===== src/rtl/ccd_pkg.sv =====
package ccd_pkg;

   // Rate select codes; adjacent rates differ in one bit.
   typedef enum logic [1:0] {
      RATE_DIV8 = 2'b00,
      RATE_DIV4 = 2'b01,
      RATE_DIV1 = 2'b10,
      RATE_DIV2 = 2'b11
   } rate_e;

endpackage


===== src/rtl/ccd_rate_decode.sv =====
module ccd_rate_decode
   import ccd_pkg::*;
#(
   parameter int SLOW_HALF = 8,
   parameter int CW        = $clog2(SLOW_HALF)
) (
   input  logic [1:0]    rate_sel_i,
   output logic [CW-1:0] half_m1_o
);

   localparam logic [CW-1:0] LEN_D8 = CW'(SLOW_HALF - 1);
   localparam logic [CW-1:0] LEN_D4 = CW'(SLOW_HALF / 2 - 1);
   localparam logic [CW-1:0] LEN_D2 = CW'(SLOW_HALF / 4 - 1);
   localparam logic [CW-1:0] LEN_D1 = '0;

   generate
      if (SLOW_HALF < 4 || (SLOW_HALF & (SLOW_HALF - 1)) != 0) begin : g_bad_half
         $error("SLOW_HALF must be a power of two, at least 4");
      end
      if (CW != $clog2(SLOW_HALF)) begin : g_bad_cw
         $error("CW must equal clog2(SLOW_HALF)");
      end
   endgenerate

   always_comb begin
      unique case (rate_sel_i)
         RATE_DIV8: half_m1_o = LEN_D8;
         RATE_DIV4: half_m1_o = LEN_D4;
         RATE_DIV2: half_m1_o = LEN_D2;
         default:   half_m1_o = LEN_D1;
      endcase
   end

endmodule


===== src/rtl/ccd_phase_gen.sv =====
module ccd_phase_gen #(
   parameter int SLOW_HALF = 8,
   parameter int CW        = $clog2(SLOW_HALF)
) (
   input  logic          clk_i,
   input  logic          rst_ni,
   input  logic [CW-1:0] half_m1_i,
   input  logic          halt_i,
   input  logic          halt_high_i,
   output logic          clk_o,
   output logic          rise_o
);

   localparam logic [CW-1:0] RST_LEN = CW'(SLOW_HALF - 1);

   logic          out_q;
   logic          rise_q;
   logic [CW-1:0] rem_q;     // cycles left in the current phase, minus one
   logic [CW-1:0] hi_len_q;  // length chosen at the last falling edge
   logic          at_end;
   logic          hold;
   logic          toggle;

   assign at_end = (rem_q == '0);
   assign hold   = at_end && halt_i && (out_q == halt_high_i);
   assign toggle = at_end && !hold;

   always_ff @(posedge clk_i or negedge rst_ni) begin
      if (!rst_ni) begin
         out_q    <= 1'b0;
         rise_q   <= 1'b0;
         rem_q    <= RST_LEN;
         hi_len_q <= RST_LEN;
      end else begin
         rise_q <= toggle && !out_q;
         if (toggle) begin
            out_q <= !out_q;
            if (out_q) begin
               // falling edge: sample the select for this low and next high
               rem_q    <= half_m1_i;
               hi_len_q <= half_m1_i;
            end else begin
               rem_q <= hi_len_q;
            end
         end else if (!at_end) begin
            rem_q <= rem_q - 1'b1;
         end
      end
   end

   assign clk_o  = out_q;
   assign rise_o = rise_q;

   // output only moves when the phase counter has run out
   p_phase_whole_r3: assert property (@(posedge clk_i) disable iff (!rst_ni)
      (rem_q != '0) |=> $stable(out_q));

   // a held clock at the requested level stays put
   p_halt_hold_r4: assert property (@(posedge clk_i) disable iff (!rst_ni)
      (halt_i && out_q == halt_high_i && rem_q == '0) |=> $stable(out_q));

   // leaving halt at a phase end moves the output on the next edge
   p_resume_r5: assert property (@(posedge clk_i) disable iff (!rst_ni)
      (!halt_i && rem_q == '0) |=> !$stable(out_q));

   // marker accompanies every rise and nothing else
   p_rise_mark_r7: assert property (@(posedge clk_i) disable iff (!rst_ni)
      $rose(out_q) |-> rise_q);

   p_rise_only_r7: assert property (@(posedge clk_i) disable iff (!rst_ni)
      rise_q |-> $rose(out_q));

endmodule


===== src/rtl/card_clk_gen.sv =====
module card_clk_gen #(
   parameter int SLOW_HALF = 8
) (
   input  logic       clk_i,
   input  logic       rst_ni,
   input  logic [1:0] rate_sel_i,
   input  logic       halt_i,
   input  logic       halt_high_i,
   output logic       card_clk_o,
   output logic       card_rise_o
);

   localparam int CW = $clog2(SLOW_HALF);

   logic [CW-1:0] half_m1;

   ccd_rate_decode #(
      .SLOW_HALF (SLOW_HALF),
      .CW        (CW)
   ) u_decode (
      .rate_sel_i (rate_sel_i),
      .half_m1_o  (half_m1)
   );

   ccd_phase_gen #(
      .SLOW_HALF (SLOW_HALF),
      .CW        (CW)
   ) u_phase (
      .clk_i       (clk_i),
      .rst_ni      (rst_ni),
      .half_m1_i   (half_m1),
      .halt_i      (halt_i),
      .halt_high_i (halt_high_i),
      .clk_o       (card_clk_o),
      .rise_o      (card_rise_o)
   );

   // no marker while the output is low
   p_rise_high_r1: assert property (@(posedge clk_i) disable iff (!rst_ni)
      card_rise_o |-> card_clk_o);

endmodule


===== config.mk =====
export PLATFORM = sky130hd
export DESIGN_NAME = card_clk_gen
export DESIGN_NICKNAME = d
export VERILOG_FILES = /design/src/rtl/ccd_pkg.sv /design/src/rtl/ccd_rate_decode.sv /design/src/rtl/ccd_phase_gen.sv /design/src/rtl/card_clk_gen.sv
export SDC_FILE = /design/constraint.sdc
export NUM_CORES = 1
export LEC_CHECK = 0
export ABC_AREA = 1
export CORE_MARGIN = 3
export CORE_UTILIZATION = 35
export CTS_CLUSTER_DIAMETER = 120
export DETAILED_ROUTE_END_ITERATION = 10
export GPL_ROUTABILITY_DRIVEN = 0
export PLACE_DENSITY = 0.65
export SLEW_MARGIN = 20
export SYNTH_ARGS = -nofsm -noshare
export SYNTH_HDL_FRONTEND = slang
export SYNTH_SLANG_ARGS = --single-unit
export TNS_END_PERCENT = 20

===== constraint.sdc =====
create_clock -name clk_i -period 3.5 [get_ports clk_i]
set_input_delay 0.525 -clock clk_i [delete_from_list [all_inputs] [get_ports clk_i]]
set_output_delay 0.525 -clock clk_i [all_outputs]
set_load 0.02 [all_outputs]

# Yosys cells after proc, flatten, opt, wreduce, memory -nomap -nowiden

Index checks and enable logic that the tools add are counted.

Register bits after elaboration: 8
Output and inout port bits: 2
Word-level logic and storage cells: 21
Input bits: 6

Mux-type cells: 4
Eq/ne operators: 4
Reduce and logical (&&, ||, !) cells: 8
$add $sub $neg: 1

Operators with widths:

| operator            | count |
|---|---|
| $mux 3              | 3 |
| $pmux 3 s3          | 1 |
| $logic_and 1x1->1   | 4 |
| $logic_not 3->1     | 1 |
| $sub 3x1->3 const B | 1 |
| $eq 2x1->1 const B  | 1 |
| $eq 2x2->1 const B  | 1 |
| $logic_not 1->1     | 2 |
| $logic_not 2->1     | 1 |
| $ne 2x2->1 const B  | 1 |
| $eq 1x1->1          | 1 |

# Logic depth before layout (Yosys ltp)

Gate-level depths: netlist (run 1).

Word-level depth: 6
Gate-level depth with buffers: 9
Mapped depth without buffers: 9

# Hierarchy

From an unflattened synthesis (run 1), not the netlist that was laid out.

Cell total of the unflattened synthesis: 65
Area total of the unflattened synthesis: 486.7 um^2

By module, submodules not included:

| module          | times used | area an instance (um^2) | cells an instance | seq. area each (um^2) |
|---|---|---|---|---|
| ccd_phase_gen   | 1          | 471.7                   | 61                | 207.7 |
| ccd_rate_decode | 1          | 15.0                    | 4                 | 0.0 |

# Least setup slack after synthesis (run 1)

Ideal clock, no wire load.

Path kind: reg2reg
Start: register u_phase.rem_q[0]
End: register u_phase.out_q (netlist: u_phase.clk_o)
Cell stages (with the launch flop): 9
Period minus slack after synthesis: 1.296 ns
Path buffers: 0
Setup time: 0.117 ns
Required time: 3.383 ns
Arrival time: 1.179 ns
Path slack: 2.204 ns
Cells stage by stage: dfstp_2 inv_1 ha_1 nand2_2 inv_1 nand2_4 inv_4 nand2_2 nand2_1

Cells in the longest elaborated chain, start to end: 5

RTL lines:

| item                           | line                | text |
|---|---|---|
| start: declaration             | ccd_phase_gen.sv:18 | `logic [CW-1:0] rem_q;` |
| start signal: assignment       | ccd_phase_gen.sv:40 | `rem_q <= half_m1_i;` |
| start signal: assignment       | ccd_phase_gen.sv:43 | `rem_q <= hi_len_q;` |
| start signal: assignment       | ccd_phase_gen.sv:46 | `rem_q <= rem_q - 1'b1;` |
| $logic_not 3->1 (*)            | ccd_phase_gen.sv:24 | `assign at_end = (rem_q == '0);` |
| $logic_and 1x1->1 (2 in a row) | ccd_phase_gen.sv:25 | `assign hold = at_end && halt_i && (out_q == halt_high_i);` |
| $logic_not 1->1                | ccd_phase_gen.sv:26 | `assign toggle = at_end && !hold;` |
| $logic_and 1x1->1 (*)          | ccd_phase_gen.sv:26 |  |
| end signal: assignment         | ccd_phase_gen.sv:37 | `out_q <= !out_q;` |
| end: declaration               | ccd_phase_gen.sv:16 | `logic out_q;` |

Mark *: on every way between the ends. The rest lies on a longest branch, timed or not.
A chain may end at the register's enable or synchronous reset.

# Worst setup path in the final report (run 1)

Start: register u_phase.out_q (netlist: u_phase.clk_o)
End: output card_clk_o

RTL lines:

| item             | line              | text |
|---|---|---|
| end: declaration | card_clk_gen.sv:9 | `output logic card_clk_o,` |

No word-level cell between the ends.

==> results of run 1 <==
## cell usage after synthesis, types with 2 or more instances
cell type	n	share of area
inv_4	2	0.024
nor2_1	4	0.029
nor2_2	2	0.024
nand2_2	5	0.061
inv_1	8	0.059
nand2_4	2	0.044
dfstp_2	6	0.31
ha_1	2	0.049
nand3_1	3	0.029
o21ai_0	3	0.029
inv_2	2	0.015
nand2_1	15	0.11
o21ai_2	2	0.034
dfrtp_1	2	0.098
## power groups by stage
stage                     sequential, uW  combinational (uW)  clock (uW)
after CTS                            192                 286        80.4
after global placement               192                 278           0
final                                192                 279        76.9
after floorplan                      190                 232           0
after detailed placement             193                 285           0
after global routing                 198                 318        84.9
## per-layer routing
metal,global-route usage,up-vias,share of wire
met1,0.133,167,0.53
met5,0,-,0
met2,0.140,8,0.39
met4,0.0723,0,0.020
met3,0.0325,2,0.055
li1,-,214,-
## per-stage QoR
step	setup WS, ns	total power (uW)	utilization	hold slack, ns	instance area (um2)
5_1_grt	1.46	601	0.462	0.486	616
3_5_place_dp	1.80	478	0.442	0.463	589
2_1_floorplan	2.20	423	-	0.229	512
6_report	1.51	547	0.462	0.467	616
3_3_place_gp	1.81	470	0.442	0.455	589
4_1_cts	1.50	559	0.462	0.474	616
## worst max-delay path by stage
stage / startpoint / cells after the start / slack [ns] / end
floorplan: u_phase.rem_q[0]$_DFFE_PN1P_ / 8 / 2.20 / u_phase.clk_o$_DFFE_PN0P_
global placement: u_phase.clk_o$_DFFE_PN0P_ / 1 / 1.81 / card_clk_o
detailed placement: u_phase.clk_o$_DFFE_PN0P_ / 1 / 1.80 / card_clk_o
CTS: u_phase.clk_o$_DFFE_PN0P_ / 1 / 1.50 / card_clk_o
global route: u_phase.clk_o$_DFFE_PN0P_ / 1 / 1.46 / card_clk_o
finish: u_phase.clk_o$_DFFE_PN0P_ / 1 / 1.51 / card_clk_o
## layout make-up
cell class / count / area (um2) / area share
Tap cell: 15 / 18.8 / 0.0305
Sequential cell: 8 / 208 / 0.337
Clock buffer: 4 / 26.3 / 0.0427
Inverter: 12 / 50.0 / 0.0813
Multi-Input combinational cell: 42 / 243 / 0.394
Timing Repair Buffer: 7 / 70.1 / 0.114
## flip-flops by register name (all words and copies together), names as in the netlist
signal / flops
u_phase.rem_q: 3
u_phase.rise_o: 1
u_phase.clk_o: 1
u_phase.hi_len_q: 3
## kinds of logic after synthesis
kind of cell / after synthesis / synth area share
AO/OA/AOI/OAI: 7 / 0.0905
XOR/XNOR: 1 / 0.0171
adder cells (fa/ha/maj): 2 / 0.0489
buffers and inverters: 13 / 0.120
flip-flops: 8 / 0.406
AND/OR/NAND/NOR: 32 / 0.318
==> impl_metrics.env, run 1 <==
export IMPL_hold_start="u_phase.hi_len_q[2]$_DFFE_PN1P_"
export IMPL_hold_path_depth=2
export IMPL_overflow=0
export IMPL_placed_cells=84
export IMPL_ir_worst_vdd_mv=0.356
export IMPL_grt_pass1_vias=350
export IMPL_critPathKind="reg -> out"
export IMPL_reg2reg_to="u_phase.clk_o$_DFFE_PN0P_"
export IMPL_critical_path_slowest_cell="clkdlybuf4s50_1"
export IMPL_worstPathMaxFanout=10
export IMPL_cpPeakStageDelay_ns=0.68
export IMPL_wl_per_cell_um=9.47
export IMPL_io_buffers=7
export IMPL_dp_hpwl_um=687
export IMPL_die_w_um=44.2
export IMPL_p_sw_frac=0.416
export IMPL_grt_total_usage=0.102
export IMPL_synth_area_per_cell_um2=8.12
export IMPL_reg2reg_setup_slack_ns=2.13
export IMPL_synthToLayoutAreaGrowth_pct=20.3
export IMPL_insertion_delay_ns=0.26
export IMPL_die_y_um=44.2
export IMPL_layout_nets=82
export IMPL_initial_core_util=0.384
export IMPL_fp_dieArea_um2=1960
export IMPL_period_share=0.568
export IMPL_internal_power_uw=319
export IMPL_worst_pin_slew_ns=0.371
export IMPL_coreArea_um2=1330
export IMPL_cp_required_ns=2.97
export IMPL_cts_tree="built"
export IMPL_max_freq_mhz=503
export IMPL_first_iter_violations=4
export IMPL_run_status="completed"
export IMPL_p_leak_uw=0.000317
export IMPL_cts_setup_buffers=0
export IMPL_drive_above_1_share=0.356
export IMPL_h_tree_depth=1
export IMPL_postCtsHoldBufs=0
export IMPL_viasPerCell=4.44
export IMPL_power_frac_comb=0.509
export IMPL_synthCells=63
export IMPL_ys_seq_area_frac=0.406
export IMPL_hold_violations=0
export IMPL_finalWirelength_um=833
export IMPL_p_per_area_nw_per_um2=889
export IMPL_antenna_found_initial=0
export IMPL_clkTransAtPathRegs_ns=0.06
export IMPL_vias=391
export IMPL_rsz0062_at_grt="false"
export IMPL_path_buf_inv=1
export IMPL_ys_types=19
export IMPL_crit_family="buffers and inverters"
export IMPL_cts_resized=0
export IMPL_crit_chain="clkdlybuf4s50_1"
export IMPL_synth_seq_cells=8
export IMPL_worstRegToRegCells=8
export IMPL_setup_violations=0
export IMPL_p_sw_uw=228
export IMPL_fill_cells=145
export IMPL_maxCapViolations=0
export IMPL_final_setup_skew_ns=0.00736
export IMPL_synth_area_um2=512
export IMPL_hold_end="u_phase.hi_len_q[2]$_DFFE_PN1P_"
export IMPL_cts_buffers=3
export IMPL_slew_headroom=0.752
export IMPL_async_reset_ff_frac=1.00
export IMPL_grt_max_degree=11
export IMPL_mostFrequentLayoutCell="nand2_1"
export IMPL_setup_tns_ns=0
export IMPL_start_kind="register"
export IMPL_cts_sinks=8
export IMPL_hp_class="reg -> reg"
export IMPL_cts_root_buffer="clkbuf_4"
export IMPL_final_cell_mix="15 x nand2_1, 8 x inv_1, 7 x clkdlybuf4s50_1"
export IMPL_drc=0
export IMPL_antenna_cells=0
export IMPL_synth_edf_count=0
export IMPL_synth_fp_nets=71
export IMPL_drt_first_pass_iters=3
export IMPL_cp_arrival_ns=1.46
export IMPL_grt_pass1_wl_mm=1.38
export IMPL_cts_buffer_depth=2
export IMPL_final_max_slew_violation_count=0
export IMPL_clkPwrFrac=0.141
export IMPL_ant_nets=0
export IMPL_io_pins=8
export IMPL_layout_cells_non_filler=88
export IMPL_endpoint_kind="output pin"
export IMPL_rows=13
export IMPL_period_minus_slack_ns=1.99
export IMPL_seq_power_share=0.350
export IMPL_yosysWarningCount=0
export IMPL_reg2reg_from="u_phase.rem_q[0]$_DFFE_PN1P_"
export IMPL_synth_top_flop_cell="dfstp_2"
Note: power is estimated with default switching activity, not from simulation.
==> inputs of run 2 (changes only) <==
--- a/config.mk
+++ b/config.mk
@@ -11,7 +11,7 @@
 export CTS_CLUSTER_DIAMETER = 120
 export DETAILED_ROUTE_END_ITERATION = 10
 export GPL_ROUTABILITY_DRIVEN = 0
-export PLACE_DENSITY = 0.65
+export PLACE_DENSITY = 0.67
 export SLEW_MARGIN = 20
 export SYNTH_ARGS = -nofsm -noshare
 export SYNTH_HDL_FRONTEND = slang
==> constraint.sdc (replaced) <==
create_clock -name clk_i -period 1.8 [get_ports clk_i]
set_input_delay 0.27 -clock clk_i [delete_from_list [all_inputs] [get_ports clk_i]]
set_output_delay 0.27 -clock clk_i [all_outputs]
set_load 0.02 [all_outputs]
==> impl_metrics.env, run 2 (same netlist as run 1, synthesis figures left out) <==
export IMPL_run_status="completed"
export IMPL_p_leak_uw=0.000317
export IMPL_coreArea_um2=1330
export IMPL_max_freq_mhz=577
export IMPL_drc=0
export IMPL_critical_path_slowest_cell="clkdlybuf4s50_1"
export IMPL_h_tree_depth=1
export IMPL_final_max_slew_violation_count=0
export IMPL_cp_arrival_ns=1.46
export IMPL_maxCapViolations=0
export IMPL_vias=396
export IMPL_finalWirelength_um=854
export IMPL_critPathKind="reg -> out"
export IMPL_final_cell_mix="15 x nand2_1, 8 x inv_1, 7 x clkdlybuf4s50_1"
export IMPL_viasPerCell=4.50
export IMPL_period_share=0.963
export IMPL_synthToLayoutAreaGrowth_pct=20.3
export IMPL_worst_pin_slew_ns=0.372
export IMPL_mostFrequentLayoutCell="nand2_1"
export IMPL_path_buf_inv=1
export IMPL_hp_class="in -> async"
export IMPL_fp_dieArea_um2=1960
export IMPL_grt_pass1_vias=336
export IMPL_cts_sinks=8
export IMPL_antenna_found_initial=0
export IMPL_first_iter_violations=3
export IMPL_p_per_area_nw_per_um2=1730
export IMPL_overflow=0
export IMPL_drt_first_pass_iters=2
export IMPL_cts_buffers=3
export IMPL_insertion_delay_ns=0.25
export IMPL_die_w_um=44.2
export IMPL_dp_hpwl_um=672
export IMPL_cts_resized=0
export IMPL_final_setup_skew_ns=0.00396
export IMPL_grt_total_usage=0.105
export IMPL_cp_required_ns=1.53
export IMPL_postCtsHoldBufs=0
export IMPL_grt_max_degree=11
export IMPL_drive_above_1_share=0.356
export IMPL_layout_nets=82
export IMPL_grt_pass1_wl_mm=1.43
export IMPL_io_buffers=7
export IMPL_clkTransAtPathRegs_ns=0.06
export IMPL_crit_family="buffers and inverters"
export IMPL_ir_worst_vdd_mv=0.749
export IMPL_cpPeakStageDelay_ns=0.68
export IMPL_initial_core_util=0.384
export IMPL_io_pins=8
export IMPL_rsz0062_at_grt="false"
export IMPL_setup_violations=0
export IMPL_top_regs="u_phase.hi_len_q: 3 flops, u_phase.rem_q: 3 flops"
export IMPL_dp_slack_ns=0.353
export IMPL_final_setup_worst_slack_ns=0.0668
export IMPL_hold_violations=0
export IMPL_antenna_cells=0
export IMPL_cts_tree="built"
export IMPL_ant_nets=0
export IMPL_crit_chain="clkdlybuf4s50_1"
export IMPL_start_kind="register"
export IMPL_period_minus_slack_ns=1.73
export IMPL_slew_headroom=0.751
export IMPL_cts_setup_buffers=0
export IMPL_setup_tns_ns=0
export IMPL_die_y_um=44.2
export IMPL_rows=13
export IMPL_cts_root_buffer="clkbuf_4"
export IMPL_endpoint_kind="output pin"
export IMPL_cts_buffer_depth=2
export IMPL_wl_per_cell_um=9.70
export IMPL_worstPathMaxFanout=10
-- run 2: final timing paths --
path                                                  from                               to  slack, ns  cells past startpoint
max                              u_phase.clk_o$_DFFE_PN0P_                       card_clk_o       0.07                      1
min                                                 rst_ni        u_phase.clk_o$_DFFE_PN0P_       0.30                      1
max reg2reg                   u_phase.rem_q[0]$_DFFE_PN1P_        u_phase.clk_o$_DFFE_PN0P_       0.43                      8
min reg2reg                u_phase.hi_len_q[2]$_DFFE_PN1P_  u_phase.hi_len_q[2]$_DFFE_PN1P_       0.47                      2
max in group asynchronous                           rst_ni  u_phase.hi_len_q[1]$_DFFE_PN1P_       1.19                      1
min in group clk_i         u_phase.hi_len_q[2]$_DFFE_PN1P_  u_phase.hi_len_q[2]$_DFFE_PN1P_       0.47                      2
-- run 2: final cells by class --
type                            count  area, um2
Sequential cell                     8        208
Fill cell                         136        718
Tap cell                           15       18.8
Multi-Input combinational cell     42        243
Inverter                           12       50.0
Timing Repair Buffer                7       70.1
Clock buffer                        4       26.3
-- run 2: worst register-to-register path: cells and delay by family, from the launching register on --
family	cells	cell delay (ns)
simple gates	4	0.32
fa+ha+maj	1	0.22
flops	1	0.52
buf+inv	3	0.21
-- run 2: where the power goes --
group          internal, uW  total (uW)  switching (uW)
logic                   225         543             318
registers               310         373            62.8
clock network          84.8         146            61.5
total                   620        1060             442
-- run 2: routing by layer --
| metal | track usage | routed length [um] |
|---|---|---|
| met4 | 0.0723 | 10 |
| met2 | 0.134 | 390 |
| met3 | 0.0407 | 30 |
| met5 | 0 | 0 |
| met1 | 0.144 | 422 |
-- run 2: through the flow --
step	util	hold WS [ns]	power [uW]	cells	area, um2
floorplan	-	-0.0256	822	63	512
global placement	0.442	0.452	912	84	589
detailed placement	0.442	0.460	924	84	589
CTS	0.462	0.304	1080	88	616
global route	0.462	0.304	1180	88	616
finish	0.462	0.301	1060	88	616
==> inputs of run 3 (changes only) <==
--- a/config.mk
+++ b/config.mk
@@ -11,7 +11,7 @@
 export CTS_CLUSTER_DIAMETER = 120
 export DETAILED_ROUTE_END_ITERATION = 10
 export GPL_ROUTABILITY_DRIVEN = 0
-export PLACE_DENSITY = 0.67
+export PLACE_DENSITY_LB_ADDON = 0.08
 export SLEW_MARGIN = 20
 export SYNTH_ARGS = -nofsm -noshare
 export SYNTH_HDL_FRONTEND = slang
==> impl_metrics.env, run 3 (same netlist as run 1, synthesis figures left out) <==
export IMPL_run_status="completed"
export IMPL_layout_cells_non_filler=87
export IMPL_cts_setup_buffers=0
export IMPL_drc=0
export IMPL_critical_path_slowest_cell="clkdlybuf4s50_1"
export IMPL_vias=366
export IMPL_cts_root_buffer="clkbuf_4"
export IMPL_p_leak_uw=0.000316
export IMPL_design_area_um2=612
export IMPL_final_setup_worst_slack_ns=0.0838
export IMPL_placed_cells=84
export IMPL_io_buffers=7
export IMPL_use_met2=0.157
export IMPL_die_w_um=44.2
export IMPL_cts_buffer_depth=2
export IMPL_crit_family="buffers and inverters"
export IMPL_io_pins=8
export IMPL_worstPathMaxFanout=10
export IMPL_cp_arrival_ns=1.45
export IMPL_path_buf_inv=1
export IMPL_cpPeakStageDelay_ns=0.67
export IMPL_antenna_found_initial=0
export IMPL_dp_hpwl_um=689
export IMPL_grt_use_met3=0.0488
export IMPL_endpoint_kind="output pin"
export IMPL_wl_per_cell_um=10.2
export IMPL_cts_sinks=8
export IMPL_max_freq_mhz=583
export IMPL_start_kind="register"
export IMPL_setup_violations=0
export IMPL_slew_headroom=0.748
export IMPL_cp_required_ns=1.53
export IMPL_overflow=0
export IMPL_initial_core_util=0.384
export IMPL_rsz0062_at_grt="false"
export IMPL_cts_resized=0
export IMPL_antenna_cells=0
export IMPL_fp_dieArea_um2=1960
export IMPL_cts_tree="built"
export IMPL_die_y_um=44.2
export IMPL_final_max_slew_violation_count=0
export IMPL_ir_worst_vdd_mv=0.582
export IMPL_worst_pin_slew_ns=0.376
export IMPL_place_area_um2=589
export IMPL_viasPerCell=4.21
export IMPL_postCtsHoldBufs=0
export IMPL_period_share=0.953
export IMPL_cts_buffers=3
export IMPL_p_per_area_nw_per_um2=1730
export IMPL_grt_use_met1=0.138
export IMPL_fin_hold_ws_ns=0.291
export IMPL_grt_max_degree=11
export IMPL_busiest_layer="met2"
export IMPL_rows=13
export IMPL_mostFrequentLayoutCell="nand2_1"
export IMPL_ant_nets=0
export IMPL_coreArea_um2=1330
export IMPL_grt_total_usage=0.114
export IMPL_critPathKind="reg -> out"
export IMPL_dp_slack_ns=0.356
export IMPL_hold_violations=0
export IMPL_final_setup_skew_ns=0.00798
export IMPL_clkTransAtPathRegs_ns=0.06
export IMPL_hp_class="in -> async"
export IMPL_first_iter_violations=7
export IMPL_grt_pass1_wl_mm=1.47
export IMPL_insertion_delay_ns=0.26
export IMPL_finalWirelength_um=889
export IMPL_drt_first_pass_iters=3
export IMPL_period_minus_slack_ns=1.72
export IMPL_final_cell_mix="15 x nand2_1, 8 x inv_1, 7 x clkdlybuf4s50_1"
export IMPL_grt_pass1_vias=338
export IMPL_maxCapViolations=0
export IMPL_drive_above_1_share=0.361
export IMPL_h_tree_depth=1
export IMPL_synthToLayoutAreaGrowth_pct=19.6
export IMPL_top_regs="u_phase.hi_len_q: 3 flops, u_phase.rem_q: 3 flops"
export IMPL_setup_tns_ns=0
export IMPL_crit_chain="clkdlybuf4s50_1"
export IMPL_layout_nets=82
-- run 3: cell count changes in the layout (fill, tap and decap cells not counted) --
| cell | before | now |
|---|---|---|
| clkbuf_1 | 1 | 0 |
-- run 3: metrics by stage --
step,util,total power (uW)
4_1_cts,0.459,1080
3_5_place_dp,0.442,923
3_3_place_gp,0.442,922
2_1_floorplan,-,822
5_1_grt,0.459,1160
6_report,0.459,1060
-- run 3: routing by layer --
layer | vias up | share of wire | routed length [um]
met3 | 2 | 0.039 | 35
met4 | 0 | 0.012 | 11
met2 | 5 | 0.44 | 392
met5 | - | 0 | 0
met1 | 148 | 0.51 | 449
li1 | 211 | - | -
-- run 3: worst paths after layout --
check                                                 from                              end  slack [ns]  cells after the start
setup reg to reg              u_phase.rem_q[0]$_DFFE_PN1P_        u_phase.clk_o$_DFFE_PN0P_        0.41                      8
setup / recovery                 u_phase.clk_o$_DFFE_PN0P_                       card_clk_o        0.08                      1
min in group clk_i         u_phase.hi_len_q[2]$_DFFE_PN1P_  u_phase.hi_len_q[2]$_DFFE_PN1P_        0.47                      2
hold / removal                                      rst_ni        u_phase.clk_o$_DFFE_PN0P_        0.29                      1
hold reg to reg            u_phase.hi_len_q[2]$_DFFE_PN1P_  u_phase.hi_len_q[2]$_DFFE_PN1P_        0.47                      2
max in group asynchronous                           rst_ni  u_phase.hi_len_q[0]$_DFFE_PN1P_        1.19                      1
-- run 3: final cells by class --
cell class | count | area, um2
multi-input cells | 42 | 243
flip-flops and latches | 8 | 208
well taps | 15 | 18.8
clock buffers | 3 | 22.5
repair buffers | 7 | 70.1
fillers | 141 | 722
inverters | 12 | 50.0
-- run 3: worst register-to-register path, stage by stage, from the launching register on --
cell and delay [ns]:
dfstp_2 0.53, inv_1 0.06, ha_1 0.22, nand2_2 0.10, inv_1 0.10, nand2_4 0.11, inv_4 0.05, nand2_2 0.07
nand2_1 0.05
-- run 3: where the power goes --
group / internal (uW) / switching (uW) / total (uW)
clock network: 76.8 / 68.0 / 145
logic: 225 / 319 / 544
registers: 310 / 58.8 / 369
